**config.mk**
```make
export PLATFORM = sky130hd
export DESIGN_NAME = cfg_idsel_gen
export DESIGN_NICKNAME = d
export VERILOG_FILES = /design/src/rtl/cfg_idsel_pkg.sv /design/src/rtl/idsel_mask_reg.sv /design/src/rtl/idsel_req_arb.sv /design/src/rtl/idsel_word_build.sv /design/src/rtl/cfg_idsel_gen.sv
export SDC_FILE = /design/constraint.sdc
export NUM_CORES = 1
export LEC_CHECK = 0
export ABC_AREA = 1
export CORE_MARGIN = 2
export CORE_UTILIZATION = 45
export CTS_CLUSTER_SIZE = 28
export DETAILED_ROUTE_END_ITERATION = 6
export DONT_BUFFER_PORTS = 1
export PLACE_DENSITY = 0.65
export SYNTH_ARGS = -nofsm -noshare
export SYNTH_HDL_FRONTEND = slang
export SYNTH_SLANG_ARGS = --single-unit
```
**constraint.sdc**
```tcl
create_clock -name clk -period 3.5 [get_ports clk]
set_clock_uncertainty 0.2 [all_clocks]
set_input_delay 0.175 -clock clk [delete_from_list [all_inputs] [get_ports clk]]
set_output_delay 0.175 -clock clk [all_outputs]
set_load 0.005 [all_outputs]
```
**src/rtl/cfg_idsel_pkg.sv**
```systemverilog
package cfg_idsel_pkg;

    localparam int DEV_W     = 5;
    localparam int PRV_W     = 4;
    localparam int FUNC_W    = 3;
    localparam int REGN_W    = 6;
    localparam int MASK_N    = 10;
    localparam int RSV_N     = 5;
    localparam int PUB_N     = 16;
    localparam int IDSEL_N   = RSV_N + PUB_N;
    localparam int PRV_LINES = RSV_N + MASK_N;
    localparam int WORD_W    = IDSEL_N + FUNC_W + REGN_W + 2;

    typedef enum logic {
        SRC_PRI = 1'b0,
        SRC_PRV = 1'b1
    } src_e;

    typedef struct packed {
        src_e              src;
        logic [DEV_W-1:0]  sel;
        logic [FUNC_W-1:0] func;
        logic [REGN_W-1:0] regn;
    } req_t;

    typedef struct packed {
        logic [IDSEL_N-1:0] idsel;
        logic [FUNC_W-1:0]  func;
        logic [REGN_W-1:0]  regn;
        logic [1:0]         kind;
    } cfg_word_t;

    // Primary device number to IDSEL line, with masked lines withheld.
    function automatic logic [IDSEL_N-1:0] pri_decode(
        input logic [DEV_W-1:0]  dev,
        input logic [MASK_N-1:0] mask
    );
        logic [IDSEL_N-1:0] v;
        v = '0;
        for (int d = 0; d < PUB_N; d++) begin
            if (dev == DEV_W'(d)) v[RSV_N + d] = 1'b1;
        end
        for (int b = 0; b < MASK_N; b++) begin
            if (mask[b]) v[RSV_N + MASK_N - 1 - b] = 1'b0;
        end
        return v;
    endfunction

    // Private index to IDSEL line (bit i of the field is address bit 11+i).
    function automatic logic [IDSEL_N-1:0] prv_decode(input logic [PRV_W-1:0] idx);
        logic [IDSEL_N-1:0] v;
        v = '0;
        for (int i = 0; i < PRV_LINES; i++) begin
            if (idx == PRV_W'(i)) v[i] = 1'b1;
        end
        return v;
    endfunction

    // A private index is legal on a reserved line or on a line freed by the mask.
    function automatic logic prv_allowed(
        input logic [PRV_W-1:0]  idx,
        input logic [MASK_N-1:0] mask
    );
        logic ok;
        ok = 1'b0;
        for (int i = 0; i < RSV_N; i++) begin
            if (idx == PRV_W'(i)) ok = 1'b1;
        end
        for (int b = 0; b < MASK_N; b++) begin
            if (mask[b] && idx == PRV_W'(PRV_LINES - 1 - b)) ok = 1'b1;
        end
        return ok;
    endfunction

endpackage

```
**src/rtl/idsel_mask_reg.sv**
```systemverilog
module idsel_mask_reg
    import cfg_idsel_pkg::*;
(
    input  logic              clk,
    input  logic              rst,
    input  logic              wr_en,
    input  logic [MASK_N-1:0] wdata,
    output logic [MASK_N-1:0] mask,
    output logic [MASK_N-1:0] rdata
);

    always_ff @(posedge clk) begin
        if (rst) begin
            mask <= '0;
        end else if (wr_en) begin
            mask <= wdata;
        end
    end

    assign rdata = mask;


    mask_wr_visible_chk: assert property (@(posedge clk) disable iff (rst)
        wr_en |=> rdata == $past(wdata));

endmodule

```
**src/rtl/idsel_req_arb.sv**
```systemverilog
module idsel_req_arb
    import cfg_idsel_pkg::*;
(
    input  logic              clk,
    input  logic              rst,
    input  logic              pri_valid,
    input  logic [DEV_W-1:0]  pri_dev,
    input  logic [FUNC_W-1:0] pri_func,
    input  logic [REGN_W-1:0] pri_regn,
    input  logic              prv_valid,
    input  logic [PRV_W-1:0]  prv_idx,
    input  logic [FUNC_W-1:0] prv_func,
    input  logic [REGN_W-1:0] prv_regn,
    output logic              prv_ready,
    output logic              grant_valid,
    output req_t              grant
);

    assign prv_ready   = !pri_valid;
    assign grant_valid = pri_valid || prv_valid;

    always_comb begin
        if (pri_valid) begin
            grant.src  = SRC_PRI;
            grant.sel  = pri_dev;
            grant.func = pri_func;
            grant.regn = pri_regn;
        end else begin
            grant.src  = SRC_PRV;
            grant.sel  = DEV_W'(prv_idx);
            grant.func = prv_func;
            grant.regn = prv_regn;
        end
    end


    pri_wins_chk: assert property (@(posedge clk) disable iff (rst)
        (pri_valid && prv_valid) |-> (grant.src == SRC_PRI && grant.sel == pri_dev));

endmodule

```
**src/rtl/idsel_word_build.sv**
```systemverilog
module idsel_word_build
    import cfg_idsel_pkg::*;
(
    input  logic              clk,
    input  logic              rst,
    input  logic              grant_valid,
    input  req_t              grant,
    input  logic [MASK_N-1:0] mask,
    output logic              out_valid,
    output src_e              out_src,
    output cfg_word_t         out_word,
    output logic              prv_err
);

    logic [IDSEL_N-1:0] idsel_nx;
    logic               reject;

    always_comb begin
        if (grant.src == SRC_PRV) begin
            idsel_nx = prv_decode(grant.sel[PRV_W-1:0]);
            reject   = !prv_allowed(grant.sel[PRV_W-1:0], mask);
        end else begin
            idsel_nx = pri_decode(grant.sel, mask);
            reject   = 1'b0;
        end
    end

    always_ff @(posedge clk) begin
        if (rst) begin
            out_valid <= 1'b0;
            prv_err   <= 1'b0;
            out_src   <= SRC_PRI;
            out_word  <= '0;
        end else begin
            out_valid <= 1'b0;
            prv_err   <= 1'b0;
            if (grant_valid) begin
                if (reject) begin
                    prv_err <= 1'b1;
                end else begin
                    out_valid      <= 1'b1;
                    out_src        <= grant.src;
                    out_word.idsel <= idsel_nx;
                    out_word.func  <= grant.func;
                    out_word.regn  <= grant.regn;
                    out_word.kind  <= 2'b00;
                end
            end
        end
    end


    idsel_onehot_chk: assert property (@(posedge clk) disable iff (rst)
        out_valid |-> $onehot0(out_word.idsel));


    type0_kind_chk: assert property (@(posedge clk) disable iff (rst)
        out_valid |-> out_word.kind == 2'b00);


    rsv_lines_quiet_chk: assert property (@(posedge clk) disable iff (rst)
        (out_valid && out_src == SRC_PRI) |-> out_word.idsel[RSV_N-1:0] == '0);


    err_excl_chk: assert property (@(posedge clk) disable iff (rst)
        !(out_valid && prv_err));


    resp_follows_req_chk: assert property (@(posedge clk) disable iff (rst)
        (out_valid || prv_err) |-> $past(grant_valid));

endmodule

```
**src/rtl/cfg_idsel_gen.sv**
```systemverilog
module cfg_idsel_gen
    import cfg_idsel_pkg::*;
(
    input  logic              clk,
    input  logic              rst,
    input  logic              reg_wr_en,
    input  logic [MASK_N-1:0] reg_wdata,
    output logic [MASK_N-1:0] reg_rdata,
    input  logic              pri_valid,
    input  logic [DEV_W-1:0]  pri_dev,
    input  logic [FUNC_W-1:0] pri_func,
    input  logic [REGN_W-1:0] pri_regn,
    input  logic              prv_valid,
    output logic              prv_ready,
    input  logic [PRV_W-1:0]  prv_idx,
    input  logic [FUNC_W-1:0] prv_func,
    input  logic [REGN_W-1:0] prv_regn,
    output logic              out_valid,
    output logic              out_src,
    output logic [WORD_W-1:0] out_word,
    output logic              prv_err
);

    logic [MASK_N-1:0] mask;
    logic              grant_valid;
    req_t              grant;
    src_e              src_q;
    cfg_word_t         word_q;

    idsel_mask_reg u_mask (
        .clk   (clk),
        .rst   (rst),
        .wr_en (reg_wr_en),
        .wdata (reg_wdata),
        .mask  (mask),
        .rdata (reg_rdata)
    );

    idsel_req_arb u_arb (
        .clk         (clk),
        .rst         (rst),
        .pri_valid   (pri_valid),
        .pri_dev     (pri_dev),
        .pri_func    (pri_func),
        .pri_regn    (pri_regn),
        .prv_valid   (prv_valid),
        .prv_idx     (prv_idx),
        .prv_func    (prv_func),
        .prv_regn    (prv_regn),
        .prv_ready   (prv_ready),
        .grant_valid (grant_valid),
        .grant       (grant)
    );

    idsel_word_build u_build (
        .clk         (clk),
        .rst         (rst),
        .grant_valid (grant_valid),
        .grant       (grant),
        .mask        (mask),
        .out_valid   (out_valid),
        .out_src     (src_q),
        .out_word    (word_q),
        .prv_err     (prv_err)
    );

    assign out_src  = src_q;
    assign out_word = word_q;

endmodule

```
==> results.json <==
{
  "post-layout-total-power_mw": 1.18,
  "hold_viol_final": 0,
  "achievable-frequency_mhz": 408,
  "grt_pass1_vias": 2212,
  "min_path_cells": 4,
  "grt_util_all_layers_pct": 19.8,
  "timing.final.crit_period_ns": 2.45,
  "initial_core_util_pct": 46.2,
  "critical_path.most_common_cell": "sky130_fd_sc_hd__nand2_1",
  "postSynthAreaPerCell_sq_um": 7.00,
  "tritoncts": "yes",
  "hold_path.class": "in2reg",
  "cell_internal_power_dissipation_uw": 830,
  "cp-end-kind": "flop",
  "detailroute.via_count": 2290,
  "worst_ep_arrival_time_ns": 2.44,
  "vdd_ir_drop_max_v": 0.000295,
  "postRouteAntennaNets": 0,
  "outcome": "finished, final reports clean",
  "drc_errors": 0,
  "layout-area-overhead-vs-synth_pct": 17.0,
  "length_of_the_first_detailed_routing_pass_in_iterations": 4,
  "clock_tree.htree_level_count": 2,
  "final.hold.worst_slack_ns": 0.0219,
  "critical_path_data_required_time_ns": 3.49,
  "synth.yosys.seq_area_share_pct": 34.0,
  "power-per-cell-area_nw_per_um2": 398,
  "n_antenna_cell": 0,
  "ys_ff_latch": 43,
  "final_critical_path_setup_slack_ns": 1.05,
  "post_cts_resize_count": 0,
  "critPathMaxFanout": 31,
  "cp-start-kind": "input pin",
  "seq_power_share_pct": 47.1,
  "worstSkewPairLatency_ns": 0.29,
  "rsz0062_at_grt": "false",
  "root_buffer": "sky130_fd_sc_hd__clkbuf_8",
  "clkPwrFrac_pct": 32.8,
  "post_route_cells_drive_above_1_share_pct": 21.9,
  "pre_cts_ws_ns": 1.17,
  "setup_tns_ns": 0,
  "power.switching_uw": 349,
  "die_area_sq_um": 6230,
  "worst_case_headroom_to_the_max_slew_limit_pct": 45.3,
  "synthCells": 361,
  "cts_num_sinks": 43,
  "largest_stage_delay_on_the_critical_path_ns": 0.59,
  "critical_path_class": "in2reg",
  "final-setup-viol-count": 0,
  "grt_max_degree": 32,
  "cts_buffers": 5,
  "die_w_um": 79.0,
  "holdPathEnd": "u_build.out_word[22]",
  "maximum_clock_path_buffer_count": 2,
  "design.portCount": 88,
  "drt_iter0_drc": 77,
  "final-max-slew-violation-count": 0,
  "syn-cell-area_sq_um": 2530,
  "tightestPinTransition_ns": 0.820,
  "max-cap-violations": 0,
  "synth.lib_cells_used.distinct": 30,
  "grt-ovfl-total": 0,
  "gp_congestion": 0.976,
  "worst_path_slowest_cell": "sky130_fd_sc_hd__dlygate4sd3_1",
  "fp.dieH_um": 79.0,
  "worst_reg2reg_path_depth": 8,
  "routed_wirelength_normalized_by_instance_count_um": 13.1,
  "timing.reg2reg.setup_slack_ns": 1.29,
  "grt_antenna_before_repair": 0,
  "beginning_of_the_worst_register_to_register_path": "u_mask.mask[7]",
  "hpwl_mm": 4.12,
  "post_drt_via_cell_ratio": 4.97,
  "final_critical_path_share_of_the_clock_period_pct": 70.1,
  "floorplan.rows": 27,
  "path_cells": "inv_2 > nand2_1 > nand2_4 > nand2_4 > nor2_2 > nand2_1 > nand2_1 > nor2_2 > nand3_4 > nand2_8 > nand2_2 > a21oi_2 > dlygate4sd3_1",
  "worstReg2RegEnd": "u_build.out_src",
  "drt_wl_total_mm": 6.05,
  "io_buffers": 0,
  "nNetsFinal": 430,
  "area_inside_the_core_boundary_sq_um": 5470,
  "grt_pass1_wl_mm": 9.98,
  "yosysWarningCount": 0,
  "clkSlewWorstSetupHoldPaths_ns": 0.09,
  "leakage_nw": 1.31,
  "min-delay-start": "pri_valid",
  "power_share_of_the_combinational_group_pct": 20.2,
  "power_switching_share_pct": 29.6
}
## critical path, delay by kind of cell
family	cells	cell delay, ns
AND/OR/NAND/NOR	10	1.26
buffers and inverters	2	0.92
AO/OA/AOI/OAI	1	0.05
## sequential cells by signal, summed over array words and instances, names as in the netlist
| signal | cells |
|---|---|
| u_build.out_src | 1 |
| u_build.out_valid | 1 |
| u_build.out_word | 30 |
| u_build.prv_err | 1 |
| u_mask.mask | 10 |
## kinds of logic after synthesis
family / synth area share [%]
other cells: 0.148
buf+inv: 11.2
compound gates: 9.55
flops: 34.0
simple gates: 45.1
## how the worst max path moves through the flow
| stage | start | endpoint | slack [ns] | cells past startpoint |
|---|---|---|---|---|
| after floorplan | pri_valid | u_build.out_word[21] | 1.78 | 14 |
| after global placement | pri_valid | u_build.out_word[21] | 1.22 | 12 |
| after detailed placement | pri_valid | u_build.out_word[16] | 1.17 | 13 |
| after CTS | pri_valid | u_build.out_src | 1.07 | 13 |
| after global routing | pri_valid | u_build.out_src | 0.85 | 13 |
| final | pri_valid | u_build.out_src | 1.05 | 13 |
## Yosys cell counts
cell type	number	area, sq um
sky130_fd_sc_hd__nor3_1	5	25.0
sky130_fd_sc_hd__buf_4	2	15.0
sky130_fd_sc_hd__buf_1	2	7.51
sky130_fd_sc_hd__buf_12	2	40.0
sky130_fd_sc_hd__o21ai_0	14	70.1
sky130_fd_sc_hd__nand2_4	7	78.8
sky130_fd_sc_hd__nand2_2	31	194
sky130_fd_sc_hd__o31ai_1	5	37.5
sky130_fd_sc_hd__nor2_1	52	195
sky130_fd_sc_hd__nor2_2	16	100
sky130_fd_sc_hd__nand2_1	85	319
sky130_fd_sc_hd__or2_2	1	6.26
sky130_fd_sc_hd__nand3_1	19	95.1
sky130_fd_sc_hd__a22o_1	1	8.76
sky130_fd_sc_hd__buf_6	4	45.0
sky130_fd_sc_hd__a21oi_2	12	105
sky130_fd_sc_hd__nor2_4	2	22.5
sky130_fd_sc_hd__conb_1	1	3.75
sky130_fd_sc_hd__buf_2	3	15.0
sky130_fd_sc_hd__inv_4	1	6.26
sky130_fd_sc_hd__buf_8	1	15.0
sky130_fd_sc_hd__dfxtp_1	43	861
sky130_fd_sc_hd__nand3_4	1	17.5
sky130_fd_sc_hd__inv_1	27	101
sky130_fd_sc_hd__inv_2	5	18.8
sky130_fd_sc_hd__clkbuf_1	5	18.8
sky130_fd_sc_hd__nand3b_1	8	60.1
sky130_fd_sc_hd__nand4_1	1	6.26
sky130_fd_sc_hd__a21oi_1	4	20.0
sky130_fd_sc_hd__nand2_8	1	20.0
## stage by stage
| stage | std cells | cell area, sq um | util, % |
|---|---|---|---|
| 2_1_floorplan | 362 | 2530 | - |
| 3_3_place_gp | 415 | 2470 | 45.1 |
| 3_5_place_dp | 415 | 2470 | 45.1 |
| 6_report | 461 | 2960 | 54.1 |
| 5_1_grt | 461 | 2960 | 54.1 |
| 4_1_cts | 461 | 2960 | 54.1 |
## layer usage
layer  wire length (um)  vias to the layer above  GRT usage, %  part of all wire (%)
met1               2590                     1041          22.8                    43
met4                 43                        0          4.31                  0.71
li1                   -                     1167             -                     -
met5                  0                        -             0                     0
met2               2890                       78          35.0                    48
met3                522                        4          7.50                   8.6
## placed cells by master (no fill, tap or decap)
cell type                       netlist  routed
sky130_fd_sc_hd__a21oi_1              4       4
sky130_fd_sc_hd__a22o_1               1       1
sky130_fd_sc_hd__nand3b_1             8       8
sky130_fd_sc_hd__clkinv_2             0       1
sky130_fd_sc_hd__nor2_2              16      16
sky130_fd_sc_hd__nor2_1              52      52
sky130_fd_sc_hd__clkinv_4             0       1
sky130_fd_sc_hd__dlygate4sd3_1        0      38
sky130_fd_sc_hd__nand4_1              1       1
sky130_fd_sc_hd__nor2_4               2       2
sky130_fd_sc_hd__o21ai_0             14      14
sky130_fd_sc_hd__clkbuf_8             0       5
sky130_fd_sc_hd__or2_2                1       1
sky130_fd_sc_hd__a21oi_2             12      12
sky130_fd_sc_hd__inv_2                5       5
sky130_fd_sc_hd__nor3_1               5       5
sky130_fd_sc_hd__nand2_4              7       7
sky130_fd_sc_hd__inv_4                1       1
sky130_fd_sc_hd__nand2_8              1       1
sky130_fd_sc_hd__nand3_1             19      19
sky130_fd_sc_hd__o31ai_1              5       5
sky130_fd_sc_hd__dfxtp_1             43      43
sky130_fd_sc_hd__conb_1               1       2
sky130_fd_sc_hd__bufinv_16            0       1
sky130_fd_sc_hd__nand2_2             31      31
sky130_fd_sc_hd__nand2_1             85      85
sky130_fd_sc_hd__inv_1               27      27
sky130_fd_sc_hd__nand3_4              1       1
## power groups by stage
stage | clock [mW] | sequential (mW) | combinational [mW]
after detailed placement | 0 | 0.567 | 0.191
after CTS | 0.395 | 0.555 | 0.236
after global placement | 0 | 0.567 | 0.189
after global routing | 0.416 | 0.560 | 0.269
after floorplan | 0 | 0.557 | 0.198
final | 0.386 | 0.555 | 0.238
## final cells by class
type                            instances  area [sq um]
Multi-Input combinational cell        267          1390
Clock inverter                          3          43.8
Inverter                               33           126
Tap cell                               72          90.1
Clock buffer                            5          68.8
Sequential cell                        43           861
Fill cell                             539          2510
Timing Repair Buffer                   38           380
## repair_timing
| action | 4_1_cts | 5_1_grt |
|---|---|---|
| setup buffers | 0 | 0 |
| hold buffers | 38 | 0 |
| endpoints found under the hold margin | 31 | 0 |
Power figures use the tool's default switching activity.
